`src/rtl/twire_pkg.sv`:
```
package twire_pkg;

    localparam int BYTE_W = 8;
    localparam int WORD_W = 16;
    localparam int PTR_W  = 8;
    localparam int DEV_W  = 7;
    localparam int CNT_W  = 4;

    // bit counter marks: data bits end at 8, acknowledge slot is 9
    localparam logic [CNT_W-1:0] CNT_BYTE_END = CNT_W'(BYTE_W);
    localparam logic [CNT_W-1:0] CNT_ACK_SLOT = CNT_W'(BYTE_W + 1);

    typedef enum logic [1:0] {
        ROLE_ADDR,
        ROLE_PTR,
        ROLE_WDATA,
        ROLE_RDATA
    } role_e;

    typedef enum logic {
        PH_IDLE,
        PH_BUSY
    } phase_e;

    typedef struct packed {
        logic [PTR_W-1:0]  addr;
        logic [WORD_W-1:0] data;
    } wr_req_t;

    function automatic logic addr_hit(input logic [BYTE_W-1:0] hdr,
                                      input logic [DEV_W-1:0]  dev);
        return hdr[BYTE_W-1:1] == dev;
    endfunction

endpackage

```
`src/rtl/twire_line_sync.sv`:
```
module twire_line_sync #(
    parameter int STAGES   = 2,
    parameter bit IDLE_VAL = 1'b1
) (
    input  logic clk,
    input  logic rst,
    input  logic din,
    output logic level,
    output logic rise,
    output logic fall
);
    logic [STAGES-1:0] chain;
    logic              prev;

    if (STAGES == 1) begin : g_one
        always_ff @(posedge clk) begin
            if (rst) chain <= IDLE_VAL;
            else     chain <= din;
        end
    end else begin : g_many
        always_ff @(posedge clk) begin
            if (rst) chain <= {STAGES{IDLE_VAL}};
            else     chain <= {chain[STAGES-2:0], din};
        end
    end

    always_ff @(posedge clk) begin
        if (rst) prev <= IDLE_VAL;
        else     prev <= chain[STAGES-1];
    end

    assign level = chain[STAGES-1];
    assign rise  = chain[STAGES-1] & ~prev;
    assign fall  = ~chain[STAGES-1] & prev;

endmodule

```
`src/rtl/twire_cond_detect.sv`:
```
module twire_cond_detect (
    input  logic scl_lvl,
    input  logic sda_rise,
    input  logic sda_fall,
    output logic start_ev,
    output logic stop_ev
);
    // both lines pass through equal-length synchronisers, so a data
    // edge seen with the clock level high is a bus condition
    assign start_ev = scl_lvl & sda_fall;
    assign stop_ev  = scl_lvl & sda_rise;

endmodule

```
`src/rtl/twire_target_fsm.sv`:
```
module twire_target_fsm
    import twire_pkg::*;
#(
    parameter logic [DEV_W-1:0] DEV_ADDR = 7'h5D
) (
    input  logic              clk,
    input  logic              rst,
    input  logic              scl_rise,
    input  logic              scl_fall,
    input  logic              sda_lvl,
    input  logic              start_ev,
    input  logic              stop_ev,
    input  logic [WORD_W-1:0] rd_word,
    output logic [PTR_W-1:0]  ptr,
    output logic              oe,
    output logic              wr_en,
    output wr_req_t           wr_req
);
    phase_e             phase;
    role_e              role;
    logic [CNT_W-1:0]   bit_cnt;
    logic [BYTE_W-1:0]  shreg;
    logic [BYTE_W-1:0]  hold;
    logic [BYTE_W-1:0]  nxt_byte;
    logic               half;
    logic               rw;
    logic               mack;

    // next byte to transmit: high byte fresh from the bank, or the stored low byte
    always_comb nxt_byte = half ? hold : rd_word[WORD_W-1:BYTE_W];

    always_ff @(posedge clk) begin
        if (rst) begin
            phase   <= PH_IDLE;
            role    <= ROLE_ADDR;
            bit_cnt <= '0;
            shreg   <= '0;
            hold    <= '0;
            half    <= 1'b0;
            rw      <= 1'b0;
            mack    <= 1'b0;
            oe      <= 1'b0;
            ptr     <= '0;
            wr_en   <= 1'b0;
            wr_req  <= '0;
        end else begin
            wr_en <= 1'b0;
            if (start_ev) begin
                phase   <= PH_BUSY;
                role    <= ROLE_ADDR;
                bit_cnt <= '0;
                half    <= 1'b0;
                oe      <= 1'b0;
            end else if (stop_ev) begin
                phase   <= PH_IDLE;
                bit_cnt <= '0;
                half    <= 1'b0;
                oe      <= 1'b0;
            end else if (phase == PH_BUSY) begin
                if (scl_rise) begin
                    if (bit_cnt < CNT_BYTE_END) begin
                        bit_cnt <= bit_cnt + 1'b1;
                        if (role != ROLE_RDATA)
                            shreg <= {shreg[BYTE_W-2:0], sda_lvl};
                    end else if (bit_cnt == CNT_ACK_SLOT && role == ROLE_RDATA) begin
                        mack <= ~sda_lvl;
                    end
                end else if (scl_fall) begin
                    if (role == ROLE_RDATA && bit_cnt != '0 && bit_cnt < CNT_BYTE_END) begin
                        shreg <= {shreg[BYTE_W-2:0], 1'b0};
                        oe    <= ~shreg[BYTE_W-2];
                    end else if (bit_cnt == CNT_BYTE_END) begin
                        bit_cnt <= CNT_ACK_SLOT;
                        case (role)
                            ROLE_ADDR: begin
                                if (addr_hit(shreg, DEV_ADDR)) begin
                                    oe <= 1'b1;
                                    rw <= shreg[0];
                                end else begin
                                    oe    <= 1'b0;
                                    phase <= PH_IDLE;
                                end
                            end
                            ROLE_PTR: begin
                                oe   <= 1'b1;
                                ptr  <= shreg;
                                half <= 1'b0;
                            end
                            ROLE_WDATA: begin
                                oe <= 1'b1;
                                if (!half) begin
                                    hold <= shreg;
                                    half <= 1'b1;
                                end else begin
                                    wr_en       <= 1'b1;
                                    wr_req.addr <= ptr;
                                    wr_req.data <= {hold, shreg};
                                    ptr         <= ptr + 1'b1;
                                    half        <= 1'b0;
                                end
                            end
                            default: begin
                                // release for the controller's acknowledge
                                oe <= 1'b0;
                                if (!half) ptr <= ptr + 1'b1;
                            end
                        endcase
                    end else if (bit_cnt == CNT_ACK_SLOT) begin
                        bit_cnt <= '0;
                        case (role)
                            ROLE_ADDR: begin
                                if (rw) begin
                                    role  <= ROLE_RDATA;
                                    shreg <= nxt_byte;
                                    oe    <= ~nxt_byte[BYTE_W-1];
                                    half  <= ~half;
                                    if (!half) hold <= rd_word[BYTE_W-1:0];
                                end else begin
                                    role <= ROLE_PTR;
                                    oe   <= 1'b0;
                                end
                            end
                            ROLE_PTR: begin
                                role <= ROLE_WDATA;
                                oe   <= 1'b0;
                            end
                            ROLE_WDATA: oe <= 1'b0;
                            default: begin
                                if (mack) begin
                                    shreg <= nxt_byte;
                                    oe    <= ~nxt_byte[BYTE_W-1];
                                    half  <= ~half;
                                    if (!half) hold <= rd_word[BYTE_W-1:0];
                                end else begin
                                    phase <= PH_IDLE;
                                    oe    <= 1'b0;
                                end
                            end
                        endcase
                    end
                end
            end
        end
    end

    // the pull enable moves only in response to a clock fall or a bus condition
    a_r10_oe_moves_on_low: assert property (@(posedge clk) disable iff (rst)
        !$stable(oe) |-> ($past(scl_fall) || $past(start_ev) || $past(stop_ev)));

    // every register write is a single-cycle strobe
    a_r5_strobe_single: assert property (@(posedge clk) disable iff (rst)
        wr_en |=> !wr_en);

    // the pointer already points past the word being written
    a_r6_ptr_after_write: assert property (@(posedge clk) disable iff (rst)
        wr_en |-> (ptr == PTR_W'(wr_req.addr + 1'b1)));

    // nothing is driven while the block ignores the bus
    a_r4_idle_released: assert property (@(posedge clk) disable iff (rst)
        (phase == PH_IDLE) |-> !oe);

    // a controller no-acknowledge frees the line and ends the read
    a_r9_nack_frees: assert property (@(posedge clk) disable iff (rst)
        (phase == PH_BUSY && role == ROLE_RDATA && bit_cnt == CNT_ACK_SLOT &&
         scl_fall && !start_ev && !stop_ev && !mack)
        |=> (phase == PH_IDLE && !oe));

endmodule

```
`src/rtl/twire_reg16_target.sv`:
```
module twire_reg16_target
    import twire_pkg::*;
#(
    parameter logic [DEV_W-1:0] DEV_ADDR    = 7'h5D,
    parameter int               SYNC_STAGES = 2
) (
    input  logic              clk,
    input  logic              rst,
    input  logic              scl_in,
    input  logic              sda_in,
    output logic              sda_pull,
    output logic              reg_wr_en,
    output logic [PTR_W-1:0]  reg_wr_addr,
    output logic [WORD_W-1:0] reg_wr_data,
    output logic [PTR_W-1:0]  reg_rd_addr,
    input  logic [WORD_W-1:0] reg_rd_data
);
    logic    scl_lvl, scl_rise, scl_fall;
    logic    sda_lvl, sda_rise, sda_fall;
    logic    start_ev, stop_ev;
    wr_req_t wr_req;

    twire_line_sync #(.STAGES(SYNC_STAGES), .IDLE_VAL(1'b1)) u_scl_sync (
        .clk   (clk),
        .rst   (rst),
        .din   (scl_in),
        .level (scl_lvl),
        .rise  (scl_rise),
        .fall  (scl_fall)
    );

    twire_line_sync #(.STAGES(SYNC_STAGES), .IDLE_VAL(1'b1)) u_sda_sync (
        .clk   (clk),
        .rst   (rst),
        .din   (sda_in),
        .level (sda_lvl),
        .rise  (sda_rise),
        .fall  (sda_fall)
    );

    twire_cond_detect u_cond (
        .scl_lvl  (scl_lvl),
        .sda_rise (sda_rise),
        .sda_fall (sda_fall),
        .start_ev (start_ev),
        .stop_ev  (stop_ev)
    );

    twire_target_fsm #(.DEV_ADDR(DEV_ADDR)) u_fsm (
        .clk      (clk),
        .rst      (rst),
        .scl_rise (scl_rise),
        .scl_fall (scl_fall),
        .sda_lvl  (sda_lvl),
        .start_ev (start_ev),
        .stop_ev  (stop_ev),
        .rd_word  (reg_rd_data),
        .ptr      (reg_rd_addr),
        .oe       (sda_pull),
        .wr_en    (reg_wr_en),
        .wr_req   (wr_req)
    );

    assign reg_wr_addr = wr_req.addr;
    assign reg_wr_data = wr_req.data;

endmodule

```
`config.mk`:
```
export PLATFORM = sky130hd
export DESIGN_NAME = twire_reg16_target
export DESIGN_NICKNAME = d
export VERILOG_FILES = /design/src/rtl/twire_pkg.sv /design/src/rtl/twire_line_sync.sv /design/src/rtl/twire_cond_detect.sv /design/src/rtl/twire_target_fsm.sv /design/src/rtl/twire_reg16_target.sv
export SDC_FILE = /design/constraint.sdc
export NUM_CORES = 1
export LEC_CHECK = 0
export ABC_AREA = 1
export BUFFER_PORTS_ARGS = -buffer_cell sky130_fd_sc_hd__buf_2
export CAP_MARGIN = 10
export CORE_ASPECT_RATIO = 1.4
export CORE_MARGIN = 4
export CORE_UTILIZATION = 45
export CTS_CLUSTER_DIAMETER = 100
export DETAILED_ROUTE_END_ITERATION = 6
export HOLD_SLACK_MARGIN = 0.08
export MAX_ROUTING_LAYER = met4
export PLACE_DENSITY = 0.66
export SLEW_MARGIN = 10
export SYNTH_ARGS = -nofsm -noshare
export SYNTH_HDL_FRONTEND = slang
export SYNTH_SLANG_ARGS = --single-unit
```
`constraint.sdc`:
```
create_clock -name clk -period 2.1 [get_ports clk]
set_input_delay 0.42 -clock clk [delete_from_list [all_inputs] [get_ports clk]]
set_output_delay 0.42 -clock clk [all_outputs]
set_load 0.01 [all_outputs]
```
# Word level (Yosys, flattened, before mapping)

Index checks and enable logic that the tools add are counted.

$add $sub $neg: 2
$lt $le $gt $ge: 1
Equal/unequal tests: 20
Multiplexer cells: 57
Bitwise operators: 23
Reductions and logical operators: 28

Operators with widths:

| kind                                           | count |
|---|---|
| two-way mux 8 bit                              | 19 |
| one-hot mux 8 bit (2 select lines)             | 2 |
| AND reduction 9 bit                            | 3 |
| two-way mux 4 bit                              | 6 |
| one-hot mux 8 bit (3 select lines)             | 1 |
| two-way mux 1 bit                              | 23 |
| NOT 1 bit                                      | 17 |
| AND reduction 12 bit                           | 1 |
| nonzero test 3 bit                             | 4 |
| AND reduction 11 bit                           | 1 |
| AND reduction 10 bit                           | 1 |
| OR reduction 9 bit                             | 1 |
| adder 8 x 1 -> 8 bit (second input constant)   | 1 |
| equality test 4 bit (second input constant)    | 2 |
| != test 2 x 1 -> 1 bit (second input constant) | 4 |
| != test 2 bit (second input constant)          | 4 |
| one-hot mux 1 bit (2 select lines)             | 4 |
| AND reduction 8 bit                            | 1 |
| nonzero test 4 bit                             | 2 |
| equality test 7 bit (second input constant)    | 1 |
| AND 1 bit                                      | 6 |
| != test 3 x 1 -> 1 bit (second input constant) | 2 |
| != test 3 bit (second input constant)          | 2 |
| AND reduction 6 bit                            | 1 |
| 15 further kinds                               | 22 |

Register bits after elaboration: 66
Bits of input ports: 20
Output and inout port bits: 34
Logic and storage cells: 148

# Depth between registers and ports, before layout

Gate-level depths: netlist (run 1).

Word-level depth: 11
Mapped depth: 12
Depth with buffers taken out: 11

# Modules after synthesis

Synthesis (run 1) repeated with hierarchy kept, for this count alone.

Cells, all modules: 499
Area, all modules: 3363.2 um2

Modules (own cells, without submodules):

| module            | instances | cells an instance | area an instance (um2) | sequential area each (um2) |
|---|---|---|---|---|
| twire_target_fsm  | 1         | 469               | 3153.0                 | 1201.2 |
| twire_line_sync   | 2         | 13                | 97.6                   | 60.1 |
| twire_cond_detect | 1         | 4                 | 15.0                   | 0.0 |

# Least setup slack after synthesis (run 1)

Ideal clock, no wire load.

Path type: register -> register
Start: register u_fsm.role[0]
End: register u_fsm.shreg[6]
Library setup time: 115 ps
Data arrival time: 1518 ps
Data required time: 1985 ps
Setup slack: 467 ps
Stages on the path, launching flop included: 10
Path buffers: 1
Period minus slack after synthesis: 1633 ps
Cells stage by stage: dfxtp_1 inv_1 ha_1 inv_1 nand3_1 o21ai_2 buf_4 nand3_1 nand2_1 nor2_1

Longest elaborated chain between the ends: 8
Elaborated cells between the ends (all ways): 21
Those cells by class: 8 x eq/ne; 6 x mux; 7 x reduce/logical

Ends and longest elaborated chain:

| item                                                                       | RTL line                | RTL |
|---|---|---|
| start, declared                                                            | twire_target_fsm.sv:20  | `role_e role;` |
| start signal, assigned                                                     | twire_target_fsm.sv:35  | `role <= ROLE_ADDR;` |
| start signal, assigned                                                     | twire_target_fsm.sv:50  | `role <= ROLE_ADDR;` |
| start signal, assigned                                                     | twire_target_fsm.sv:113 | `role <= ROLE_RDATA;` |
| equality test 2 x 1 -> 1 bit / equality test 2 bit (equally long branches) | twire_target_fsm.sv:110 | `case (role)` |
| OR reduction 2 bit (no source line)                                        | --                      |  |
| one-hot mux 8 bit (2 select lines)                                         | twire_target_fsm.sv:110 |  |
| two-way mux 8 bit                                                          | twire_target_fsm.sv:108 | `end else if (bit_cnt == CNT_ACK_SLOT) begin` |
| two-way mux 8 bit                                                          | twire_target_fsm.sv:72  | `end else if (bit_cnt == CNT_BYTE_END) begin` |
| two-way mux 8 bit                                                          | twire_target_fsm.sv:69  | `if (role == ROLE_RDATA && bit_cnt != '0 && bit_cnt < CNT_BYTE_END) begin` |
| two-way mux 8 bit                                                          | twire_target_fsm.sv:68  | `end else if (scl_fall) begin` |
| two-way mux 8 bit                                                          | twire_target_fsm.sv:60  | `if (scl_rise) begin` |
| end signal, assigned                                                       | twire_target_fsm.sv:64  | `shreg <= {shreg[BYTE_W-2:0], sda_lvl};` |
| end signal, assigned                                                       | twire_target_fsm.sv:70  | `shreg <= {shreg[BYTE_W-2:0], 1'b0};` |
| end signal, assigned                                                       | twire_target_fsm.sv:114 | `shreg <= nxt_byte;` |
| end, declared                                                              | twire_target_fsm.sv:22  | `logic [BYTE_W-1:0] shreg;` |

Parallel ways exist; a longest one is shown, timed or not. The select of a mux whose other input is x is not followed.
A chain may end at the register's enable or synchronous reset.

# Worst setup path in the final report (run 1)

Start: register u_fsm.role[0]
End: register u_fsm.hold[3]

Longest elaborated chain between the ends: 5
Elaborated cells between the ends (all ways): 16
Those cells by class: 6 x eq/ne; 3 x mux; 1 x bitwise; 6 x reduce/logical

Ends and longest elaborated chain:

| item                                                                            | RTL line                                        | RTL |
|---|---|---|
| equality test 2 x 1 -> 1 bit (tied with other cells)                            | twire_target_fsm.sv:110                         |  |
| OR reduction 2 bit (no source line) / logical AND 1 bit (equally long branches) | --                                              |  |
| one-hot mux 8 bit (2 select lines) / logical AND 1 bit (equally long branches)  | twire_target_fsm.sv:110, twire_target_fsm.sv:69 |  |
| two-way mux 8 bit / NOT 1 bit (equally long branches)                           | --                                              |  |
| two-way mux 8 bit / AND reduction 12 bit (equally long branches)                | --                                              |  |
| end signal, assigned                                                            | twire_target_fsm.sv:92                          | `hold <= shreg;` |
| end signal, assigned                                                            | twire_target_fsm.sv:117                         | `if (!half) hold <= rd_word[BYTE_W-1:0];` |
| end signal, assigned                                                            | twire_target_fsm.sv:133                         | `if (!half) hold <= rd_word[BYTE_W-1:0];` |
| end, declared                                                                   | twire_target_fsm.sv:23                          | `logic [BYTE_W-1:0] hold;` |

Parallel ways exist; a longest one is shown, timed or not. The select of a mux whose other input is x is not followed.

==> results of run 1 <==
-- critical path: cells and delay by family (launching register included) --
| family | cells | cell delay, ns |
|---|---|---|
| AO/OA/AOI/OAI | 1 | 0.32 |
| adder cells (fa/ha/maj) | 1 | 0.33 |
| AND/OR/NAND/NOR | 5 | 0.58 |
| buffers and inverters | 2 | 0.21 |
| flip-flops | 1 | 0.40 |
-- cells by family after synthesis --
group | share of synthesized area [%]
simple gates | 31.9
compound gates | 15.5
buf+inv | 11.0
flops | 37.8
fa+ha+maj | 3.23
xor+xnor | 0.502
-- registers in the layout, summed over array words and instances (netlist names), 2 cells and up --
name	flops
u_fsm.bit_cnt	4
u_fsm.hold	8
u_fsm.ptr	8
u_fsm.role	2
u_fsm.shreg	8
u_fsm.wr_req	24
u_scl_sync.chain	2
u_sda_sync.chain	2
-- per-layer routing --
metal | vias to the layer above | GRT usage, %
met4 | 0 | 12.9
li1 | 1766 | -
met1 | 1578 | 24.4
met2 | 104 | 32.9
met5 | - | -
met3 | 34 | 3.29
-- cell type report --
| type | instances | area (µm²) | area share (%) |
|---|---|---|---|
| repair buffers | 63 | 353 | 8.65 |
| clock buffers | 10 | 128 | 3.13 |
| multi-input cells | 368 | 1780 | 43.7 |
| clock inverters | 6 | 115 | 2.82 |
| flip-flops and latches | 66 | 1320 | 32.4 |
| inverters | 69 | 259 | 6.35 |
| well taps | 97 | 121 | 2.97 |
-- power by group --
group / internal, mW / switching [mW]
combinational: 0.0478 / 0.0790
clock: 0.793 / 0.512
sequential: 1.26 / 0.00447
-- through the flow --
step	hold WS, ns	power (mW)	setup slack, ns
after floorplan	0.389	1.37	0.467
final	0.251	2.69	0.201
after global placement	0.396	1.42	0.226
after CTS	0.234	2.72	0.195
after detailed placement	0.393	1.42	0.219
after global routing	0.254	2.78	0.00201
-- final timing paths --
kind	startpoint	end	slack, ns
setup / recovery	u_fsm.role[0]	u_fsm.hold[3]	0.20
hold / removal	sda_in	u_sda_sync.chain[0]	0.25
setup reg to reg	u_fsm.role[0]	u_fsm.hold[3]	0.20
hold reg to reg	u_scl_sync.chain[0]	u_scl_sync.chain[1]	0.41
-- cells in the mapped netlist, types with 2 or more instances --
cell type,n
a211oi_1,2
a21oi_1,45
buf_2,5
buf_4,4
buf_6,4
clkbuf_1,6
dfxtp_1,66
ha_1,9
inv_1,62
inv_2,6
nand2_1,122
nand2_2,6
nand3_1,31
nand3_2,2
nand4_1,10
nor2_1,72
nor2_2,2
nor2_4,4
o21ai_0,48
o21ai_1,2
o21ai_2,3
or2_2,4
==> metrics.txt, run 1 <==
max_slew headroom=74.4%; post-synth cell types=30; post-synth net total=552; Worst-path clk slew=0.07 ns; Worst Reg-to-Reg Cells=9; post-DP HPWL=6670 µm; Avg Synthesized Cell Area=6.67 µm²; outcome=complete, no violations; Critical Path AT=2.19 ns; # nets final=606; Top FF cell, synth=dfxtp_1; Iteration-0 DRC Markers=158; routed wire length=8990 µm; antenna cells=0; critical path's slowest cell=dfxtp_1; CP max FO=10; Area Overhead vs Synth=16.9%; Worst-Skew Late Latency=0.35 ns; post-synth top area share=37.8%; core box area=7450 µm²; Boundary Pins=54; uppermost layer routed=met4; Placed Cells=663; Setup CP Type=reg -> reg; share of post-route cells with drive strength above 1=18.6%; Syn Std Cell Area=3490 µm²; DRC Markers=0; grt total ovfl=0; I/O Buffers=53; Initial Utilization=46.8%; DR WL met2=4290 µm; WL met1=3900 µm; worst slew pin tran=0.384 ns; Syn. warnings=0; CP Data Required Time=2.39 ns; final worst path period share=90.4%; fin crit period=1.90 ns; worst hold stages=2; critical path cell sequence=inv_1 > ha_1 > inv_1 > nand2_1 > o21ai_4 > nand2_2 > nor2_4 > nor2_1 > nor2_1; final hold vios=0; DR pass1 iterations=4; P_leak=2.03 nW; hold_buf cts=0; largest net degree at the start of global routing=43; count of final setup violators=0; DR WL/cell=13.2 µm; Startpoint Class=register; Max Clock Skew=0.00739 ns; Setup Buffers After CTS=0; Met3 Wirelength=428 µm; Resize count post-CTS=0; Worst path max stage delay=0.40 ns; fmax=527 MHz; RSZ-0062 raised after global routing=false; Yosys reg bits=66; FP Rows=37; cell taking the most area after synthesis=dfxtp_1; most common cell after layout, fill and taps aside=nand2_1; Post-synth ARST share=0%; CTS sink cnt=66; CTS tree=done; Routed Antenna Nets=0; first-pass GRT wire length=14600 µm; FILL cells=775; Layout Cells excl Fill=679; Power Density=660 nW/µm²; peak supply drop=0.376 mV; CTS buffer count=9; Die ar.=9250 µm²; EDFF count, synth=0; GPL Wtd Cong=0.924; GRT Util Overall=20.9%; Max Root-Sink Buffers=2; max-cap viol count=0; CTS H-tree depth=3; DR vias/cell=5.13; most frequent cells in the layout=nand2_1, nor2_1, dfxtp_1; root buffer cell=clkbuf_8; initial antenna violation count=0; Final Slew Violations=0; Setup TNS Final=0 ns; CP endpoint kind=register; Die Y=112 µm; vias in the first global route=3244; HP Class=in -> reg; synth top area cells=dfxtp_1, nand2_1, nor2_1, o21ai_0, inv_1; Vias=3482; DP Area=3840 µm²; Layout Utilization=54.8%; Synth Instances=523; Final Cell Area=4080 µm²; Die X=82.4 µm; sequential area share after synthesis=37.8%
Note: power is estimated with default switching activity, not from simulation.
==> run 2, diff against run 1 <==
- CORE_ASPECT_RATIO: 1.4 -> default
==> metrics.txt, run 2 (same netlist as run 1, synthesis figures left out) <==
Setup TNS Final=0 ns (unchanged); Setup Buffers After CTS=0 (unchanged); Max Clock Skew=0.0144 ns (+0.00705 ns); largest net degree at the start of global routing=35 (-19%); final hold vios=0 (unchanged); Final Slew Violations=0 (unchanged); crit-path leading delay family=simple AND/OR/NAND/NOR gates; critical path cell sequence=inv_1 > ha_1 > nand3_2 > buf_4 > o21ai_1 > nor2_4 > inv_2 > nor2_4 > nor2_1 > nor2_1; Critical Path AT=2.16 ns (-0.03 ns); Initial Utilization=47.1% (+0.28 points); Vias=3345 (-3.9%); Worst Path Buf+Inv=3 (+1); antenna cells=0 (unchanged); GPL Wtd Cong=0.914 (-1.1%); vias in the first global route=2975 (-8.3%); FF-to-FF Start=u_fsm.bit_cnt[0]; worst slew pin tran=0.414 ns (+0.0306 ns); GRT Util Overall=20.4% (-0.56 points); Worst-Skew Late Latency=0.35 ns (about the same); Die X=96.1 µm (+17%); FILL cells=739 (-4.6%); P_leak=2.01 nW (-1.1%); most frequent cells in the layout=nand2_1, nor2_1, dfxtp_1; CTS buffer count=9 (unchanged); # nets final=604 (-0.33%); CP Data Required Time=2.38 ns (about the same); Iteration-0 DRC Markers=286 (+81%); root buffer cell=clkbuf_8; Setup CP Type=reg -> reg; Worst Reg-to-Reg Cells=10 (+1); CTS H-tree depth=3 (unchanged); Power Density=640 nW/µm² (-3.0%); Hold Path Sink=u_scl_sync.chain[0]; Resize count post-CTS=0 (unchanged); reg2reg setup slack=0.22 ns (+0.02 ns); Worst-path clk slew=0.07 ns (about the same); critical path's slowest cell=dfxtp_1; first-pass GRT wire length=14000 µm (-4.2%); worst hold slack=0.256 ns (+0.00459 ns); CP endpoint kind=register; area of the multi-input gates=1790 µm² (+0.14%); routed wire length=8670 µm (-3.6%); RSZ-0062 raised after global routing=false; Startpoint Class=register; R2R Path End=u_fsm.hold[1]; DR WL/cell=12.8 µm (-3.6%); fmax=533 MHz (+1.2%); Routed Antenna Nets=0 (unchanged); setup ws final=0.223 ns (+0.0222 ns); Area Overhead vs Synth=15.9%; core box area=7410 µm² (-0.60%); CTS tree=done; Boundary Pins=54 (unchanged); I/O Buffers=53 (unchanged); Met3 Wirelength=411 µm (-4.0%); DP Worst Slack=0.197 ns (-0.0221 ns); outcome=complete, no violations; min-delay src=scl_in; max-cap viol count=0 (unchanged); most common cell after layout, fill and taps aside=nand2_1; Die Y=96.1 µm (-14%); DRC Markers=0 (unchanged); share of post-route cells with drive strength above 1=18.4% (-0.11 points); Layout Utilization=54.6% (-0.16 points); max_slew headroom=72.3% (-2.1 points); DR WL met2=3960 µm (-7.7%); FP Rows=31 (-16%); DR pass1 iterations=5 (+1); WL met1=4160 µm (+6.9%); FF+latch area=1320 µm² (unchanged); fin crit period=1.88 ns (-0.0222 ns); DR vias/cell=4.93 (-3.9%); initial antenna violation count=0 (unchanged); Largest Register=u_fsm.wr_req; Power Total=2.59 mW (-3.9%); final worst path period share=89.4% (-1.1 points); worst hold stages=2 (unchanged); peak supply drop=0.488 mV (+30%); count of final setup violators=0 (unchanged); grt total ovfl=0 (unchanged); hold_buf cts=0 (unchanged); uppermost layer routed=met4; CTS sink cnt=66 (unchanged); CP max FO=22 (+12); Worst path max stage delay=0.39 ns (about the same); Die ar.=9230 µm² (-0.22%); HP Class=in -> reg; Largest register FFs=24 (unchanged); Max Root-Sink Buffers=2 (unchanged); post-DP HPWL=6390 µm (-4.3%)
[run 2: cell count changes in the layout (fill, tap and decap cells not counted), sizes merged]
cell | before | now
inv | 68 | 69
clkinvlp | 1 | 2
clkinv | 3 | 2
buf | 63 | 61
bufinv | 3 | 2
[run 2: how the worst max path moves through the flow]
stage	start	end	depth (start not counted)	slack (ns)
6_report	u_fsm.bit_cnt[0]	u_fsm.hold[1]	10	0.22
5_1_grt	u_fsm.bit_cnt[0]	u_fsm.hold[2]	10	0.01
4_1_cts	u_fsm.bit_cnt[0]	u_fsm.ptr[3]	9	0.19
3_3_place_gp	u_fsm.bit_cnt[0]	u_fsm.ptr[3]	9	0.27
2_1_floorplan	u_fsm.role[0]	u_fsm.shreg[6]	9	0.47
3_5_place_dp	u_fsm.bit_cnt[0]	u_fsm.ptr[3]	9	0.20
[run 2: stage by stage]
step	cells	area [µm²]
floorplan	523	3490
global route	679	4050
finish	679	4050
detailed placement	663	3830
CTS	679	4040
global placement	663	3830
[run 2: layout make-up]
cell class	count	share of cell area [%]
clock inverter	6	2.20
inverter	69	6.40
multi-input combinational	368	44.2
tap	99	3.06
timing repair buffer	61	8.35
clock buffer	10	3.15
sequential	66	32.7
[run 2: per-layer routing]
layer / track usage, % / vias up
met4: 6.64 / 0
met1: 26.3 / 1500
met2: 31.9 / 74
met5: - / -
met3: 3.99 / 11
li1: - / 1760
[run 2: report_power, final]
| part | internal [mW] | switching (mW) |
|---|---|---|
| registers | 1.26 | 0.00439 |
| clock network | 0.671 | 0.530 |
| logic | 0.0460 | 0.0797 |
